<file path="src/rtl/fetch_pkg.sv">
// Shared definitions for the instruction fetch unit.
// Assumes: instruction words default to 32 bits; the next-address selector
// is the only type exchanged between the fetch submodules.
package fetch_pkg;
    parameter int unsigned FETCH_XLEN = 32;

    typedef enum logic [1:0] {
        NEXT_SEQ  = 2'd0,
        NEXT_JUMP = 2'd1,
        NEXT_HOLD = 2'd2
    } next_sel_e;
endpackage

</file>
<file path="src/rtl/fetch_pc_reg.sv">
// Program counter register.
// Assumes: the selector is already prioritised by the caller
// (hold over jump over sequential). The counter wraps at 2**AW.
module fetch_pc_reg
    import fetch_pkg::*;
#(
    parameter int unsigned AW       = 16,
    parameter logic [AW-1:0] RESET_PC = '0
) (
    input  logic          clk,
    input  logic          rst_n,
    input  next_sel_e     sel,
    input  logic [AW-1:0] jump_pc,
    output logic [AW-1:0] pc
);
    localparam logic [AW-1:0] PC_STEP = AW'(1);

    // Update the fetch address according to the selected source.
    always_ff @(posedge clk) begin
        if (!rst_n) begin
            pc <= RESET_PC;
        end else begin
            case (sel)
                NEXT_SEQ:  pc <= pc + PC_STEP;
                NEXT_JUMP: pc <= jump_pc;
                default:   pc <= pc;
            endcase
        end
    end
endmodule

</file>
<file path="src/rtl/fetch_resp_track.sv">
// Tracks the request in flight to the synchronous-read memory.
// Assumes: memory returns data exactly one cycle after a request.
// A squash marks the request of this cycle as dead.
module fetch_resp_track #(
    parameter int unsigned AW = 16
) (
    input  logic          clk,
    input  logic          rst_n,
    input  logic          issue,
    input  logic          squash,
    input  logic [AW-1:0] req_pc,
    output logic          resp_valid,
    output logic [AW-1:0] resp_next_pc
);
    localparam logic [AW-1:0] PC_STEP = AW'(1);

    logic [AW-1:0] resp_pc;

    // Record whether the returning word is live and where it came from.
    always_ff @(posedge clk) begin
        if (!rst_n) begin
            resp_valid <= 1'b0;
            resp_pc    <= '0;
        end else begin
            resp_valid <= issue && !squash;
            if (issue) begin
                resp_pc <= req_pc;
            end
        end
    end

    // Sequential successor of the returning word.
    always_comb begin
        resp_next_pc = resp_pc + PC_STEP;
    end
endmodule

</file>
<file path="src/rtl/fetch_halt_ctl.sv">
// End-of-program detection and issue control.
// Assumes: the marker is the all-ones word. Only live (non-squashed)
// responses are inspected. Halt is sticky until reset.
module fetch_halt_ctl
    import fetch_pkg::*;
#(
    parameter int unsigned XLEN = FETCH_XLEN
) (
    input  logic            clk,
    input  logic            rst_n,
    input  logic            resp_valid,
    input  logic [XLEN-1:0] resp_word,
    input  logic            redirect_valid,
    output logic            issue,
    output logic            deliver,
    output next_sel_e       sel,
    output logic            halted
);
    localparam logic [XLEN-1:0] END_MARK = '1;

    logic marker_hit;

    // Classify the returning word and decide whether to keep fetching.
    always_comb begin
        marker_hit = resp_valid && (resp_word == END_MARK);
        issue      = !halted && !marker_hit;
        deliver    = resp_valid && !marker_hit && !halted;
    end

    // Choose the next address source: hold beats jump beats increment.
    always_comb begin
        if (!issue) begin
            sel = NEXT_HOLD;
        end else if (redirect_valid) begin
            sel = NEXT_JUMP;
        end else begin
            sel = NEXT_SEQ;
        end
    end

    // Sticky halt flag.
    always_ff @(posedge clk) begin
        if (!rst_n) begin
            halted <= 1'b0;
        end else begin
            halted <= halted || marker_hit;
        end
    end
endmodule

</file>
<file path="src/rtl/fetch_unit.sv">
// Top of the sequential instruction fetch unit.
// Fetches one word per cycle from a word-addressed memory with one-cycle
// read latency. It forwards each word with its successor address, accepts
// redirects from decode and halts on the all-ones marker word.
// Assumes: the memory honours imem_en and returns data on the next cycle.
module fetch_unit
    import fetch_pkg::*;
#(
    parameter int unsigned AW   = 16,
    parameter int unsigned XLEN = FETCH_XLEN
) (
    input  logic            clk,
    input  logic            rst_n,
    output logic            imem_en,
    output logic [AW-1:0]   imem_addr,
    input  logic [XLEN-1:0] imem_rdata,
    input  logic            redirect_valid,
    input  logic [AW-1:0]   redirect_pc,
    output logic            out_valid,
    output logic [XLEN-1:0] out_instr,
    output logic [AW-1:0]   out_next_pc,
    output logic            halted
);
    next_sel_e     sel;
    logic          issue;
    logic          deliver;
    logic          resp_valid;
    logic [AW-1:0] pc;
    logic [AW-1:0] resp_next_pc;

    fetch_pc_reg #(.AW(AW), .RESET_PC('0)) u_pc (
        .clk     (clk),
        .rst_n   (rst_n),
        .sel     (sel),
        .jump_pc (redirect_pc),
        .pc      (pc)
    );

    fetch_resp_track #(.AW(AW)) u_track (
        .clk          (clk),
        .rst_n        (rst_n),
        .issue        (issue),
        .squash       (redirect_valid),
        .req_pc       (pc),
        .resp_valid   (resp_valid),
        .resp_next_pc (resp_next_pc)
    );

    fetch_halt_ctl #(.XLEN(XLEN)) u_halt (
        .clk            (clk),
        .rst_n          (rst_n),
        .resp_valid     (resp_valid),
        .resp_word      (imem_rdata),
        .redirect_valid (redirect_valid),
        .issue          (issue),
        .deliver        (deliver),
        .sel            (sel),
        .halted         (halted)
    );

    // Drive the memory request and the decode-side outputs.
    always_comb begin
        imem_en     = issue;
        imem_addr   = pc;
        out_valid   = deliver;
        out_instr   = imem_rdata;
        out_next_pc = resp_next_pc;
    end
endmodule

</file>
<file path="config.mk">
export PLATFORM = sky130hd
export DESIGN_NAME = fetch_unit
export DESIGN_NICKNAME = d
export VERILOG_FILES = /design/src/rtl/fetch_pkg.sv /design/src/rtl/fetch_pc_reg.sv /design/src/rtl/fetch_resp_track.sv /design/src/rtl/fetch_halt_ctl.sv /design/src/rtl/fetch_unit.sv
export SDC_FILE = /design/constraint.sdc
export NUM_CORES = 1
export LEC_CHECK = 0
export BUFFER_PORTS_ARGS = -buffer_cell sky130_fd_sc_hd__buf_2
export CELL_PAD_IN_SITES_DETAIL_PLACEMENT = 1
export CELL_PAD_IN_SITES_GLOBAL_PLACEMENT = 1
export CORE_MARGIN = 3
export CORE_UTILIZATION = 31
export DETAILED_ROUTE_END_ITERATION = 10
export HOLD_SLACK_MARGIN = 0.12
export PLACE_DENSITY_LB_ADDON = 0.1
export SKIP_CTS_REPAIR_TIMING = 1
export SLEW_MARGIN = 15
export SYNTH_ARGS = -nofsm -noshare
export SYNTH_HDL_FRONTEND = slang
export SYNTH_SLANG_ARGS = --single-unit
</file>
<file path="constraint.sdc">
create_clock -name clk -period 2.34 [get_ports clk]
set_input_delay 0.234 -clock clk [delete_from_list [all_inputs] [get_ports clk]]
set_output_delay 0.234 -clock clk [all_outputs]
set_load 0.02 [all_outputs]
</file>
==> results.txt, run 1 <==
- Setup violation total in the final timing report: 0
- Setup slack on the worst reg-to-reg path comes out at 430 ps.
- CP peak stage delay: 380 ps
- The layout has 935 filler cells.
- Entering global routing, the biggest net connects 36 pins.
- Worst-case clock buffer depth: 2
- Across the run, the number of max-cap violations was 0.
- Summed area of non-filler cells in the final layout: 2830 um2
* Synthesized net count: 357
* Max VDD drop: 0.220 mV
- Die Area: 8530 um2
- Global routing finished with a remaining overflow of 0.
- Path type of the worst min-delay path: in -> reg
- Root buffer cell: clkbuf_8
* Starting density of the core: 0.329
- The final max-slew violation count was 0.
- Number of antenna repair diodes: 0
- The share of synthesized area in the top cell type comes to 0.295.
- Clock transition at the registers of the reported paths: 70 ps
- Setup repair after global routing left no endpoint under its margin.
* Fraction of layout cells with a size suffix above 1: 0.365
- Share of power burned in combinational logic: 0.212
- Summing over every cut layer, the via total after detailed routing is 2406.
- Cell row count: 30
- STA classifies the critical path endpoint as a primary output.
* Type of origin of the critical path: flip-flop
- The flow ran to the end, and the final reports show no timing, DRC or antenna violations.
- Of the total power, the share spent switching nets is 0.322.
- Vert. Die Dim: 92.3 um
* Estimated wirelength of the detail-placed design: 5790 um
* Number of enable-type register cells in the synthesized netlist: 0
- By area the synthesized netlist is led by dfxtp_1 29%, buf_4 11%, nand3_1 9.1%.
- Along the worst path, the maximum fanout reaches 4.
- Count of final hold-check violations: 0
* Relative area change from synthesis to final layout: 22.3%
- Register bit total from synthesis: 34
* Critical setup path kind: reg -> out
* Routed via count divided by cell count: 5.01
- Total negative setup slack: 0 ps
* Vias in the first global route: 2387
- Of the synthesized area, sequential elements account for 0.295.
* Routability cong.: 0.809
- TritonCTS built the clock tree.
* Post-detailed-route count of antenna-violating nets: 0
- Counting both buffers and inverters, the worst setup path holds a total of 1.
- Yosys printed 0 warnings.
* Total power of the final layout: 1.43 mW
- Switching component of the power: 0.460 mW
- Cell-by-cell trace of the critical path: ha_1, nand2_1, nor3_1, nand3_1, xnor2_1, buf_2
- Number of top-level pins: 118
- After the first detailed-routing iteration, the DRC count stood at 80.
* Layout Skew: 3.02 ps
* Fmax: 487 MHz
* Power per unit of standard cell area: 505 nW/um2
* Overall routing resource usage: 0.176
- After synthesis the cells add up to 2310 um2.
- For this run, design rule violations remaining after detail routing come to 0.
- Tightest slew margin relative to the limit: 0.560
- For this block, the routed nets add up to 7440 um of wire.
* Least setup slack across all paths after layout: 288 ps
* Nets: 436
* Cell type group with the largest total delay on the critical path: simple AND/OR/NAND/NOR gates
* Mean Syn Cell Area: 7.60 um2
- Timing analysis after detailed placement gives a worst setup slack of 416 ps.
* First-pass GRT wire length: 12100 um
* Antenna violations before repair: 0
* Final cycle utilization of the critical path: 0.877
- The core region is 7020 um2.
- Per-cell routed wire length: 15.5 um
* Slew at the pin with the worst max-slew slack: 660 ps
* Clock latency on the worst-skew pair: 290 ps
* Detailed Routing Iterations Pass 1: 6
* Worst path arrival time: 1820 ps
- Port Buffers: 117
- The H-tree was split into 2 levels.
- Required time of the critical path: 2110 ps
* Synthesized instance count: 304
- Yosys cell types: 46
- Counting the buffers created by CTS gives 5.
* CP max stage cell: dfxtp_1
- The share of total power dissipated in the clock network is 0.327.
- Final worst hold slack: 284 ps
- Fraction of registers with async set/reset: 0
- Sink Count: 34
- Placed cell area: 2730 um2
- Share of total power in sequential cells: 0.461
- Width of the die: 92.3 um
- Summed over all instances, the cell type with the most area after synthesis is dfxtp_1.
- Cell internal power was estimated by the tool at 0.967 mW.
* Static power due to leakage: 1.35 nW
- Leading register cell type out of synthesis: dfxtp_1
- For the finished layout, the period the worst path requires is 2050 ps.
-- Yosys cell counts, drive strengths merged, types with 3 or more instances --
cell,number
xnor2,10
nor3,5
and2,4
nor2,18
and3,4
o21a,3
nand4,16
nand2,40
a21oi,12
o41ai,3
o31ai,5
mux2i,4
nand3,43
xor2,4
inv,4
clkbuf,9
a31o,3
buf,42
a21boi,5
o21ai,14
dfxtp,34
-- flip-flops by register name, summed over array words and instances (netlist names) --
register,cells
u_track.resp_pc,16
u_pc.pc,16
u_halt.halted,1
u_track.resp_valid,1
-- area by class of cell --
type	count	area (um2)	share of cell area
multi-input cells	215	1270	0.450
inverters	4	15.0	0.00531
clock inverters	2	12.5	0.00443
flip-flops and latches	34	681	0.241
well taps	96	120	0.0425
clock buffers	6	82.6	0.0292
repair buffers	123	643	0.228
-- metal layers --
metal	GRT usage	vias up	routed length [um]
met1	0.231	1136	3440
li1	-	1213	-
met2	0.297	53	3630
met4	0.0359	0	48
met3	0.0398	4	323
met5	0	-	0
-- worst register-to-register path, delay by kind of cell (launching register included) --
family	cells	cell delay, ps
simple gates	4	730
flops	1	490
compound gates	1	310
fa+ha+maj	1	250
-- power groups by stage --
| stage | clock [mW] | combinational, mW | sequential, mW |
|---|---|---|---|
| final | 0.466 | 0.303 | 0.658 |
| after global routing | 0.513 | 0.333 | 0.664 |
| after CTS | 0.481 | 0.306 | 0.657 |
| after detailed placement | 0 | 0.305 | 0.670 |
| after global placement | 0 | 0.301 | 0.669 |
| after floorplan | 0 | 0.197 | 0.676 |
-- metrics by stage --
| step | util | cells |
|---|---|---|
| final | 0.402 | 480 |
| after global routing | 0.402 | 480 |
| after CTS | 0.402 | 480 |
| after detailed placement | 0.389 | 472 |
| after global placement | 0.389 | 472 |
| after floorplan | - | 304 |
-- kinds of logic after synthesis --
group                    after synthesis  share of synthesized area
AO/OA/AOI/OAI                         57                      0.166
flip-flops                            34                      0.295
adder cells (fa/ha/maj)                2                     0.0108
multiplexers                           5                     0.0222
buffers and inverters                 55                      0.155
XOR/XNOR                              14                     0.0531
AND/OR/NAND/NOR                      137                      0.298
-- path summary, 6_finish.rpt --
path | start | to | cells after the start
min | redirect_pc[15] | u_pc.pc[15]$_SDFFE_PN0P_ | 4
max | u_track.resp_pc[0]$_SDFFE_PN0P_ | out_next_pc[14] | 6
max reg2reg | u_pc.pc[0]$_SDFFE_PN0P_ | u_pc.pc[12]$_SDFFE_PN0P_ | 6
min reg2reg | u_track.resp_pc[9]$_SDFFE_PN0P_ | u_track.resp_pc[9]$_SDFFE_PN0P_ | 2
-- placed cells by master (no fill, tap or decap), types with 3 or more instances in the layout --
master,instances
a21boi_0,5
nand3_1,42
o21a_1,3
o41ai_1,3
and3_1,4
xor2_1,4
nor2_1,18
xnor2_1,10
and2_1,4
nand2_1,40
buf_4,5
inv_1,3
nor3_1,5
o31ai_1,5
dfxtp_1,34
nand4_1,15
a21oi_1,11
buf_2,117
clkbuf_8,6
o21ai_0,14
mux2i_1,4
Note: power is estimated with default switching activity, not from simulation.
==> inputs of run 2 (changes only) <==
CORE_UTILIZATION = 33   (was 31)
SYNTH_HIERARCHICAL = 1   (was unset)
clock period = 1.9 ns   (was 2.34 ns; I/O delays follow)
==> results.txt, run 2 <==
- GRT overflow: 0
- In the routed design, unresolved DRC markers number 0.
- Setup violations remaining at the end of the flow were counted as 0.
- The critical path crosses 4 cells after its start point.
- Vert. Die Dim: 90.7 um
- Vias in the first global route: 2297
* Type of origin of the critical path: flip-flop
* Mean Syn Cell Area: 8.68 um2
* Starting density of the core: 0.345
- Fraction of registers with async set/reset: 0
- In the layout the commonest cells are 117 x buf_2, 34 x buf_4, 32 x dfxtp_1.
- The run finished with clean final reports.
* Total core area: 6870 um2
* Origin of the critical flop-to-flop path: u_pc/pc[0]$_SDFFE_PN0P_
- Required time of the critical path: 1710 ps
* Tightest slew margin relative to the limit: 0.725
- Clock tree synthesis found a total of 34 sinks.
- The sequential cells in the finished layout cover a total of 683 um2.
- Via count: 2389
* Biggest registers after layout: u_pc/pc (16), u_track/resp_pc (16)
- The first global-routing pass estimated 11800 um of wire.
- Once placement finished, the instance area stood at 3080 um2.
* Hold depth: 3
* Worst-case clock buffer depth: 2
- Fraction of layout cells with a size suffix above 1: 0.467
- RSZ-0062 raised after global routing: true
- The worst register-to-register path ends at u_pc/pc[15]$_SDFFE_PN0P_.
* Detailed Routing Iterations Pass 1: 4
- Dividing total power by cell area gives a power density of 559 nW/um2.
* Number of top-level pins: 118
- Worst-path fanout max: 5
* Estimated wirelength of the detail-placed design: 5940 um
- The layout has 890 filler cells.
- Port Buffers: 117
- After layout, the minimum clock period comes to 1810 ps.
* R2R setup slack: 180 ps
* Pins over their slew limit: 0
- Leading area contributor after synthesis: dfxtp_1
- Timing would allow up to 552 MHz.
- Static power due to leakage: 1.62 nW
* Endpoint type of the worst setup path: primary output
* Nets: 442
* Number of max-cap violations: 0
- At the pin with the least slew margin, the transition time is 412 ps.
* Place WS: -150 ps
- Largest cells by area after synthesis: dfxtp_1 29%, buf_4 10%, mux2i_1 8.9%
- Clock tree synthesis inserted a total of 5 buffers.
- Routability-driven placement finished with a final weighted congestion of 0.869.
- Total power of the final layout: 1.78 mW
- After detailed routing, the number of vias per cell comes to 4.92.
- Of the post-synthesis cell area, the dominant cell type holds 0.287.
- On the critical path the largest part of the delay comes from flip-flops.
* Clock latency on the worst-skew pair: 280 ps
- Yosys mapped the design onto 51 distinct sky130hd cell types.
- Layout Utilization: 0.464
- The share of the Yosys chip area taken by registers is 0.287.
* Root buffer cell: clkbuf_8
* H-tree level count: 2
- Among all flip-flop cells after synthesis, the most frequent one is dfxtp_1.
* Antenna violations before repair: 0
- Clock tree from TritonCTS: done
- CP peak stage delay: 520 ps
- Count leader, synth: dfxtp_1
- Violation count after the first detailed-routing iteration: 54
* Cell row count: 30
- Start point of the critical path: u_track/resp_pc[2]$_SDFFE_PN0P_
* Die Area: 8230 um2
- Capture point of the worst path: out_next_pc[15]
* Total negative setup slack: 0 ps
* CP max stage cell: dfxtp_1
* List of most frequent post-synthesis cells: 34 x dfxtp_1, 33 x buf_4, 21 x mux2i_1
- Post-synthesis instance area: 2370 um2
* Cell-by-cell trace of the critical path: nand4_4, nor4_4, xor2_1, buf_2
* Number of enable-type register cells in the synthesized netlist: 0
* Routed wire length: 7420 um
* Synthesized net count: 326
- The floorplan step set the die width to 90.7 um.
- Worst path arrival time: 1620 ps
- During synthesis, Yosys emitted a total of 6 warnings.
* Number of antenna repair diodes: 0
* Combined area of the multi-input logic cells: 1400 um2
* Worst Reg-to-Reg Cells: 4
- Overall routing resource usage: 0.174
* Max VDD drop: 0.288 mV
* Least setup slack across all paths after layout: 87.1 ps
- Synthesized instance count: 273
- Counting both buffers and inverters, the worst setup path holds a total of 1.
* Count of final hold-check violations: 0
- The min-delay analysis places its worst path in the category in -> reg.
- The clock arrives with 11.0 ps of skew.
- Final cycle utilization of the critical path: 0.954
- Summed area of non-filler cells in the final layout: 3180 um2
- Register bit total from synthesis: 34
- Dividing the detail-routed wire length by the instance count gives 15.3 um.
* Critical setup path kind: reg -> out
- Leaving out fill and tap cells, the most frequent cell in the layout is buf_2.
* Maximum number of pins on one net before global-route repair: 26
- Once detail routing completed, the nets flagged for antenna violations numbered 0.
- Relative area change from synthesis to final layout: 34.4%
- After clock tree synthesis, the clock-pin slew on the worst setup and hold paths is 70 ps.
## run 2: worst min path at each step
stage	start	endpoint	slack, ps
after floorplan	rst_n	u_pc/pc[2]$_SDFFE_PN0P_	310
after global placement	redirect_pc[0]	u_pc/pc[0]$_SDFFE_PN0P_	440
after detailed placement	redirect_pc[0]	u_pc/pc[0]$_SDFFE_PN0P_	460
after CTS	redirect_pc[0]	u_pc/pc[0]$_SDFFE_PN0P_	160
after global routing	redirect_pc[0]	u_pc/pc[0]$_SDFFE_PN0P_	180
final	redirect_pc[0]	u_pc/pc[0]$_SDFFE_PN0P_	160
## run 2: cell type report
class,instances,share of cell area
multi-input combinational,187,0.438
timing repair buffer,152,0.270
sequential,34,0.215
tap,96,0.0377
clock buffer,7,0.0271
inverter,9,0.0106
clock inverter,1,0.00157
## run 2: per-layer routing
metal / track usage / vias up / routed length [um]
met1: 0.227 / 1143 / 3280
met4: 0.0344 / 0 / 57
met2: 0.298 / 55 / 3750
met3: 0.0325 / 6 / 320
li1: - / 1185 / -
met5: 0 / - / 0
## run 2: cells by family after synthesis
kind of cell,Yosys count,synth area share
adders and majority gates,2,0.0106
muxes,22,0.0935
xor gates and xnor gates,15,0.0555
DFF,34,0.287
AOI/OAI and AO/OA,40,0.117
and+or+nand+nor,108,0.301
buffers and inverters,52,0.135
## run 2: worst register-to-register path: stages (launching register included)
cell and delay [ps]:
dfxtp_1 440, nand4_2 130, or4_1 570, or3_1 320
a31oi_1 190
## run 2: report_power, final
group	total [mW]	internal, mW	switching, mW	leakage (nW)
clock network	0.558	0.293	0.265	0.0482
registers	0.791	0.750	0.0413	0.280
logic	0.432	0.181	0.251	1.29
## run 2: stage by stage
stage          std cells  hold WS, ps
2_1_floorplan        273          312
3_3_place_gp         478          439
3_5_place_dp         478          456
4_1_cts              486          161
5_1_grt              486          176
6_report             486          165
